--- config.mk ---
export PLATFORM = sky130hd
export DESIGN_NAME = bidir_shift_unit
export DESIGN_NICKNAME = d
export VERILOG_FILES = /design/src/rtl/shift_pkg.sv /design/src/rtl/shift_count_norm.sv /design/src/rtl/shift_barrel.sv /design/src/rtl/shift_out_reg.sv /design/src/rtl/bidir_shift_unit.sv
export SDC_FILE = /design/constraint.sdc
export NUM_CORES = 1
export LEC_CHECK = 0
export BUFFER_PORTS_ARGS = -buffer_cell sky130_fd_sc_hd__buf_2
export CAP_MARGIN = 40
export CORE_MARGIN = 1
export CORE_UTILIZATION = 46
export CTS_CLUSTER_DIAMETER = 40
export DETAILED_ROUTE_END_ITERATION = 7
export PLACE_DENSITY = 0.73
export SYNTH_ARGS = -nofsm -noshare
export SYNTH_HDL_FRONTEND = slang
export SYNTH_SLANG_ARGS = --single-unit
--- constraint.sdc ---
create_clock -name clk -period 7.6 [get_ports clk]
set_clock_uncertainty 0.1 [all_clocks]
set_input_delay 1.14 -clock clk [delete_from_list [all_inputs] [get_ports clk]]
set_output_delay 1.14 -clock clk [all_outputs]
set_load 0.005 [all_outputs]
--- src/rtl/shift_pkg.sv ---
package shift_pkg;

  typedef enum logic [2:0] {
    OP_LSL  = 3'd0,
    OP_LSR  = 3'd1,
    OP_ASL  = 3'd2,
    OP_ASR  = 3'd3,
    OP_ROL  = 3'd4,
    OP_ROR  = 3'd5,
    OP_PASS = 3'd6,
    OP_PAS2 = 3'd7
  } shift_op_e;

  // decoded control after count-sign folding
  typedef struct packed {
    logic go_left;
    logic rotate;
    logic arith;
    logic keep;
  } shift_ctrl_t;

  function automatic logic op_is_left(shift_op_e op);
    return (op == OP_LSL) || (op == OP_ASL) || (op == OP_ROL);
  endfunction

  function automatic logic op_is_rotate(shift_op_e op);
    return (op == OP_ROL) || (op == OP_ROR);
  endfunction

  function automatic logic op_is_arith(shift_op_e op);
    return (op == OP_ASL) || (op == OP_ASR);
  endfunction

  function automatic logic op_is_pass(shift_op_e op);
    return (op == OP_PASS) || (op == OP_PAS2);
  endfunction

endpackage

--- src/rtl/shift_count_norm.sv ---
module shift_count_norm
  import shift_pkg::*;
#(
  parameter int WIDTH = 16,
  parameter int CNT_W = 6
) (
  input  shift_op_e                 op,
  input  logic signed [CNT_W-1:0]   count,
  input  logic                      sign_mode,
  input  logic                      msb,
  output shift_ctrl_t               ctrl,
  output logic [$clog2(WIDTH)-1:0]  amt,
  output logic                      saturate,
  output logic                      fill_bit
);
  localparam int SH_W = $clog2(WIDTH);

  initial begin
    assert (CNT_W > SH_W && WIDTH >= 2)
      else $error("shift_count_norm: CNT_W must exceed log2(WIDTH)");
  end

  // magnitude of a two's-complement count; the most negative value maps
  // to 2**(CNT_W-1), which still fits as an unsigned CNT_W-bit number
  function automatic logic [CNT_W-1:0] count_mag(logic [CNT_W-1:0] c);
    return c[CNT_W-1] ? (~c + 1'b1) : c;
  endfunction

  function automatic logic [SH_W-1:0] wrap_amt(logic [CNT_W-1:0] m);
    int unsigned r;
    r = 32'(m) % WIDTH;
    return r[SH_W-1:0];
  endfunction

  logic             neg;
  logic [CNT_W-1:0] mag;
  logic             too_far;

  assign neg     = count[CNT_W-1];
  assign mag     = count_mag(count);
  assign too_far = 32'(mag) >= WIDTH;

  always_comb begin
    ctrl.go_left = op_is_left(op) ^ neg;
    ctrl.rotate  = op_is_rotate(op);
    ctrl.arith   = op_is_arith(op);
    ctrl.keep    = op_is_pass(op);
  end

  assign saturate = too_far && !ctrl.rotate && !ctrl.keep;
  assign amt      = ctrl.rotate ? wrap_amt(mag) : mag[SH_W-1:0];
  assign fill_bit = !ctrl.go_left && ctrl.arith && sign_mode && msb;

endmodule

--- src/rtl/shift_barrel.sv ---
module shift_barrel #(
  parameter int WIDTH = 16
) (
  input  logic [WIDTH-1:0]          din,
  input  logic                      go_left,
  input  logic                      rotate,
  input  logic                      fill,
  input  logic [$clog2(WIDTH)-1:0]  amt,
  output logic [WIDTH-1:0]          dout
);
  localparam int SH_W = $clog2(WIDTH);
  localparam logic [WIDTH-1:0] ONES = {WIDTH{1'b1}};

  logic [WIDTH-1:0] stage [SH_W+1];

  assign stage[0] = din;

  // one stage per count bit, each moving by a power of two
  for (genvar k = 0; k < SH_W; k++) begin : g_stage
    localparam int S = 1 << k;
    logic [WIDTH-1:0] lmove;
    logic [WIDTH-1:0] rmove;
    assign lmove = (stage[k] << S) | (rotate ? (stage[k] >> (WIDTH - S)) : '0);
    assign rmove = (stage[k] >> S) |
                   (rotate ? (stage[k] << (WIDTH - S)) : (fill ? ~(ONES >> S) : '0));
    assign stage[k+1] = !amt[k] ? stage[k] : (go_left ? lmove : rmove);
  end

  assign dout = stage[SH_W];

endmodule

--- src/rtl/shift_out_reg.sv ---
module shift_out_reg #(
  parameter int WIDTH = 16
) (
  input  logic             clk,
  input  logic             rst,
  input  logic             take,
  input  logic [WIDTH-1:0] d,
  output logic             q_valid,
  output logic [WIDTH-1:0] q
);
  always_ff @(posedge clk) begin
    if (rst) begin
      q_valid <= 1'b0;
      q       <= '0;
    end else begin
      q_valid <= take;
      if (take) q <= d;
    end
  end

  assert_valid_follows_R9: assert property (@(posedge clk) disable iff (rst)
    take |=> q_valid);

  assert_idle_no_valid_R9: assert property (@(posedge clk) disable iff (rst)
    !take |=> !q_valid);

  assert_hold_when_idle_R9: assert property (@(posedge clk) disable iff (rst)
    !take |=> $stable(q));

  assert_reset_clears_R10: assert property (@(posedge clk)
    rst |=> (!q_valid && q == '0));

endmodule

--- src/rtl/bidir_shift_unit.sv ---
module bidir_shift_unit
  import shift_pkg::*;
#(
  parameter int WIDTH = 16,
  parameter int CNT_W = 6
) (
  input  logic                     clk,
  input  logic                     rst,
  input  logic                     in_valid,
  input  logic [WIDTH-1:0]         in_data,
  input  logic signed [CNT_W-1:0]  in_count,
  input  logic [2:0]               in_op,
  input  logic                     in_signed,
  output logic                     out_valid,
  output logic [WIDTH-1:0]         out_result
);
  localparam int SH_W = $clog2(WIDTH);

  shift_op_e        op;
  shift_ctrl_t      ctrl;
  logic [SH_W-1:0]  amt;
  logic             saturate;
  logic             fill_bit;
  logic [WIDTH-1:0] barrel_out;
  logic [WIDTH-1:0] next_result;

  assign op = shift_op_e'(in_op);

  shift_count_norm #(.WIDTH(WIDTH), .CNT_W(CNT_W)) u_norm (
    .op        (op),
    .count     (in_count),
    .sign_mode (in_signed),
    .msb       (in_data[WIDTH-1]),
    .ctrl      (ctrl),
    .amt       (amt),
    .saturate  (saturate),
    .fill_bit  (fill_bit)
  );

  shift_barrel #(.WIDTH(WIDTH)) u_barrel (
    .din     (in_data),
    .go_left (ctrl.go_left),
    .rotate  (ctrl.rotate),
    .fill    (fill_bit),
    .amt     (amt),
    .dout    (barrel_out)
  );

  always_comb begin
    if (ctrl.keep)     next_result = in_data;
    else if (saturate) next_result = {WIDTH{fill_bit}};
    else               next_result = barrel_out;
  end

  shift_out_reg #(.WIDTH(WIDTH)) u_out (
    .clk     (clk),
    .rst     (rst),
    .take    (in_valid),
    .d       (next_result),
    .q_valid (out_valid),
    .q       (out_result)
  );

  // pass-through for zero count or spare codes
  assert_zero_count_keeps_R8: assert property (@(posedge clk) disable iff (rst)
    (in_valid && (in_count == '0 || in_op[2:1] == 2'b11)) |=> out_result == $past(in_data));

  // rotates conserve the number of set bits
  assert_rotate_lossless_R5: assert property (@(posedge clk) disable iff (rst)
    (in_valid && ctrl.rotate) |=> $countones(out_result) == $countones($past(in_data)));

  // signed arithmetic right with MSB set keeps the top bit set
  assert_sign_replicated_R4: assert property (@(posedge clk) disable iff (rst)
    (in_valid && fill_bit) |=> out_result[WIDTH-1]);

  // positive logical right leaves a zero at the top
  assert_lsr_zero_top_R2: assert property (@(posedge clk) disable iff (rst)
    (in_valid && op == OP_LSR && in_count > 0) |=> !out_result[WIDTH-1]);

  // saturated shifts flood the word with the fill value
  assert_saturate_fill_R7: assert property (@(posedge clk) disable iff (rst)
    (in_valid && saturate) |=> out_result == {WIDTH{$past(fill_bit)}});

endmodule

==> impl_metrics.toml <==
[grt]
antenna_found_initial = 0
grt_pass1_wl_um = 18300
grt_max_degree = 52
track_usage = 0.321
grt_pass1_vias = 3429
grt_overflow_total = 0

[sta]
holdWs_ps = 342
clock.fmax_mhz = 202
tightest_slew_ps = 968
slew_violations = 0
rsz0062_at_grt = "false"
setup_viol = 0
relSlewSlack = 0.346
setup_tns_ps = 0
fin_crit_ps = 4950
final.period_utilization = 0.651
finalHoldViolations = 0

[clock_network]
holdBufCountCts = 0
cts_tree = "built"
cts_resized = 0
cts_buffer_depth = 2
path_clk_slew_ps = 70
clk_latency_ps = 260
cts-buffers-inserted = 3
post_cts_buffers = 0
cts.sinks = 17
clockRootBuffer = "clkbuf_8"
htreeDepth = 1

[placement]
place_congestion = 1.12
portBuffers = 45
dpl.hpwl_um = 8330

[drt]
drt-initial-drc-count = 619
routed-via-count = 3833
drt-pass1-iter-count = 6
drtAntennaViolNets = 0
drc_errors = 0
drt-total-wl_um = 11400
routed_via_density = 7.11
wire_per_inst_um = 21.2

[power]
leakage_nw = 1.29
ir_drop_mv = 0.0635
clkPwrFrac = 0.153
combPwrFrac = 0.621
p_int_w = 0.000239
p_sw_frac = 0.476
pwr-share-seq = 0.226
switchingPower_w = 0.000216
power_density_mw_per_mm2 = 137

[setup_path]
path_max_fanout = 51
crit_buf_inv = 3
criticalPathCategory = "primary input to register"
cp_cell_sequence = "buf_2, inv_1, ha_1, mux2i_4, buf_4, mux4_2, a21o_2, a22oi_1, a211oi_1, a221o_1"
crit_family = "buffers and inverters"
cp_slowest_cell = "buf_2"
crit_arrival_ps = 5000
required_ps = 7650
cp-start-kind = "primary input"
crit_path_end_kind = "register"
cpPeakStageDelay_ps = 650

[layout]
fillers = 664
nets = 493
syn2layout_area_growth_pct = 4.05
diodes = 0
drive_gt1_frac = 0.197

[hold_path]
hp-class = "register to register"

[yosys]
synth_warnings = 0
yosysTopAreaCellShare = 0.107
synth_area_mm2 = 0.00319
ys.flop_type = "dfxtp_1"
netlist_instances = 450
yosys.area.top_type = "dfxtp_1"
syn_nets = 480
postSynthAreaPerCell_um2 = 7.08
synth.distinct_cells = 78
synth_enable_flop_cells = 0
synthArstFlopShare = 0
synth_area_leaders = "dfxtp_1 11%, nand2_1 7.3%, o21ai_0 5.5%"
ys_seq_area_frac = 0.107
synth_seq_cells = 17

[floorplan]
die_h_um = 85.2
core_mm2 = 0.00653
start_util = 0.488
io_pins = 46
die_w_um = 85.2
dieArea_mm2 = 0.00726
placementRows = 29

[outcome]
status = "completed"

[flow_run]
drv_cap = 0
==> worst paths after layout <==
path / start / endpoint / slack, ps / depth (start not counted)
max: in_count[0] / u_out.q[9] / 2650 / 10
max reg2reg: u_out.q[10] / u_out.q[10] / 6620 / 2
min: u_out.q[15] / u_out.q[15] / 340 / 2
min reg2reg: u_out.q[15] / u_out.q[15] / 340 / 2
==> layer usage <==
metal / part of all wire / vias up / track usage
met1: 0.39 / 1690 / 0.425
met4: 0.056 / 0 / 0.154
met5: 0 / - / 0
met2: 0.41 / 352 / 0.488
met3: 0.14 / 67 / 0.0768
li1: - / 1724 / -
==> layout make-up <==
cell class,instances,area (um2),area share
inverter,10,37.5,0.0113
tap,77,96.3,0.0291
timing repair buffer,51,290,0.0876
clock buffer,3,41.3,0.0125
multi-input combinational,380,2500,0.755
sequential,17,340,0.103
clock inverter,1,5.00,0.00151
==> power groups by stage <==
stage | clock network (W) | logic, W | registers [W]
3_5_place_dp | 0 | 0.000270 | 0.000105
6_report | 0.0000697 | 0.000283 | 0.000103
5_1_grt | 0.0000746 | 0.000301 | 0.000104
2_1_floorplan | 0 | 0.000202 | 0.000106
3_3_place_gp | 0 | 0.000264 | 0.000104
4_1_cts | 0.0000699 | 0.000271 | 0.000103
==> layout by cell type (no fill, tap or decap), types with 6 or more instances in the layout <==
master / Yosys / layout
a211oi_1: 16 / 16
a21oi_1: 34 / 34
a31oi_1: 12 / 12
buf_2: 4 / 45
dfxtp_1: 17 / 17
inv_1: 10 / 10
mux2i_1: 15 / 15
mux4_2: 6 / 6
nand2_1: 62 / 62
nand2b_1: 9 / 9
nand3_1: 9 / 9
nor2_1: 43 / 43
nor3_1: 11 / 11
o211ai_1: 13 / 13
o21ai_0: 35 / 35
o221ai_1: 6 / 6
o22ai_1: 6 / 6
==> synthesized netlist by cell type, drive strengths merged, types with 9 or more instances <==
master / number
clkbuf: 29
a21oi: 36
nor3: 12
nor2: 45
nand2: 62
a31oi: 12
dfxtp: 17
a211oi: 16
buf: 14
o211ai: 13
inv: 10
nand2b: 9
mux2i: 16
o21ai: 39
nand3: 9
==> logic make-up after synthesis <==
logic type / Yosys count / share of synthesized area
AO/OA/AOI/OAI: 181 / 0.392
XOR/XNOR: 8 / 0.0361
adder cells (fa/ha/maj): 1 / 0.00393
multiplexers: 27 / 0.114
flip-flops: 17 / 0.107
AND/OR/NAND/NOR: 163 / 0.239
buffers and inverters: 53 / 0.107
==> state kept, by name, indices dropped and copies added, names as in the netlist <==
| signal | count |
|---|---|
| u_out.q | 16 |
| u_out.q_valid | 1 |
==> stage by stage <==
stage | std cells | setup WS (ps) | utilization | area [um2] | power [W]
floorplan | 450 | 3580 | - | 3190 | 0.000308
global placement | 534 | 2570 | 0.496 | 3240 | 0.000369
detailed placement | 535 | 2470 | 0.500 | 3270 | 0.000375
CTS | 539 | 2730 | 0.507 | 3310 | 0.000444
global route | 539 | 2390 | 0.507 | 3310 | 0.000479
finish | 539 | 2650 | 0.507 | 3310 | 0.000455
==> worst min-delay path: cells and delay by family (launching register included) <==
family,cells,cell delay [ps]
flops,1,310
compound gates,1,50
simple gates,1,50
Note: power is estimated with default switching activity, not from simulation.
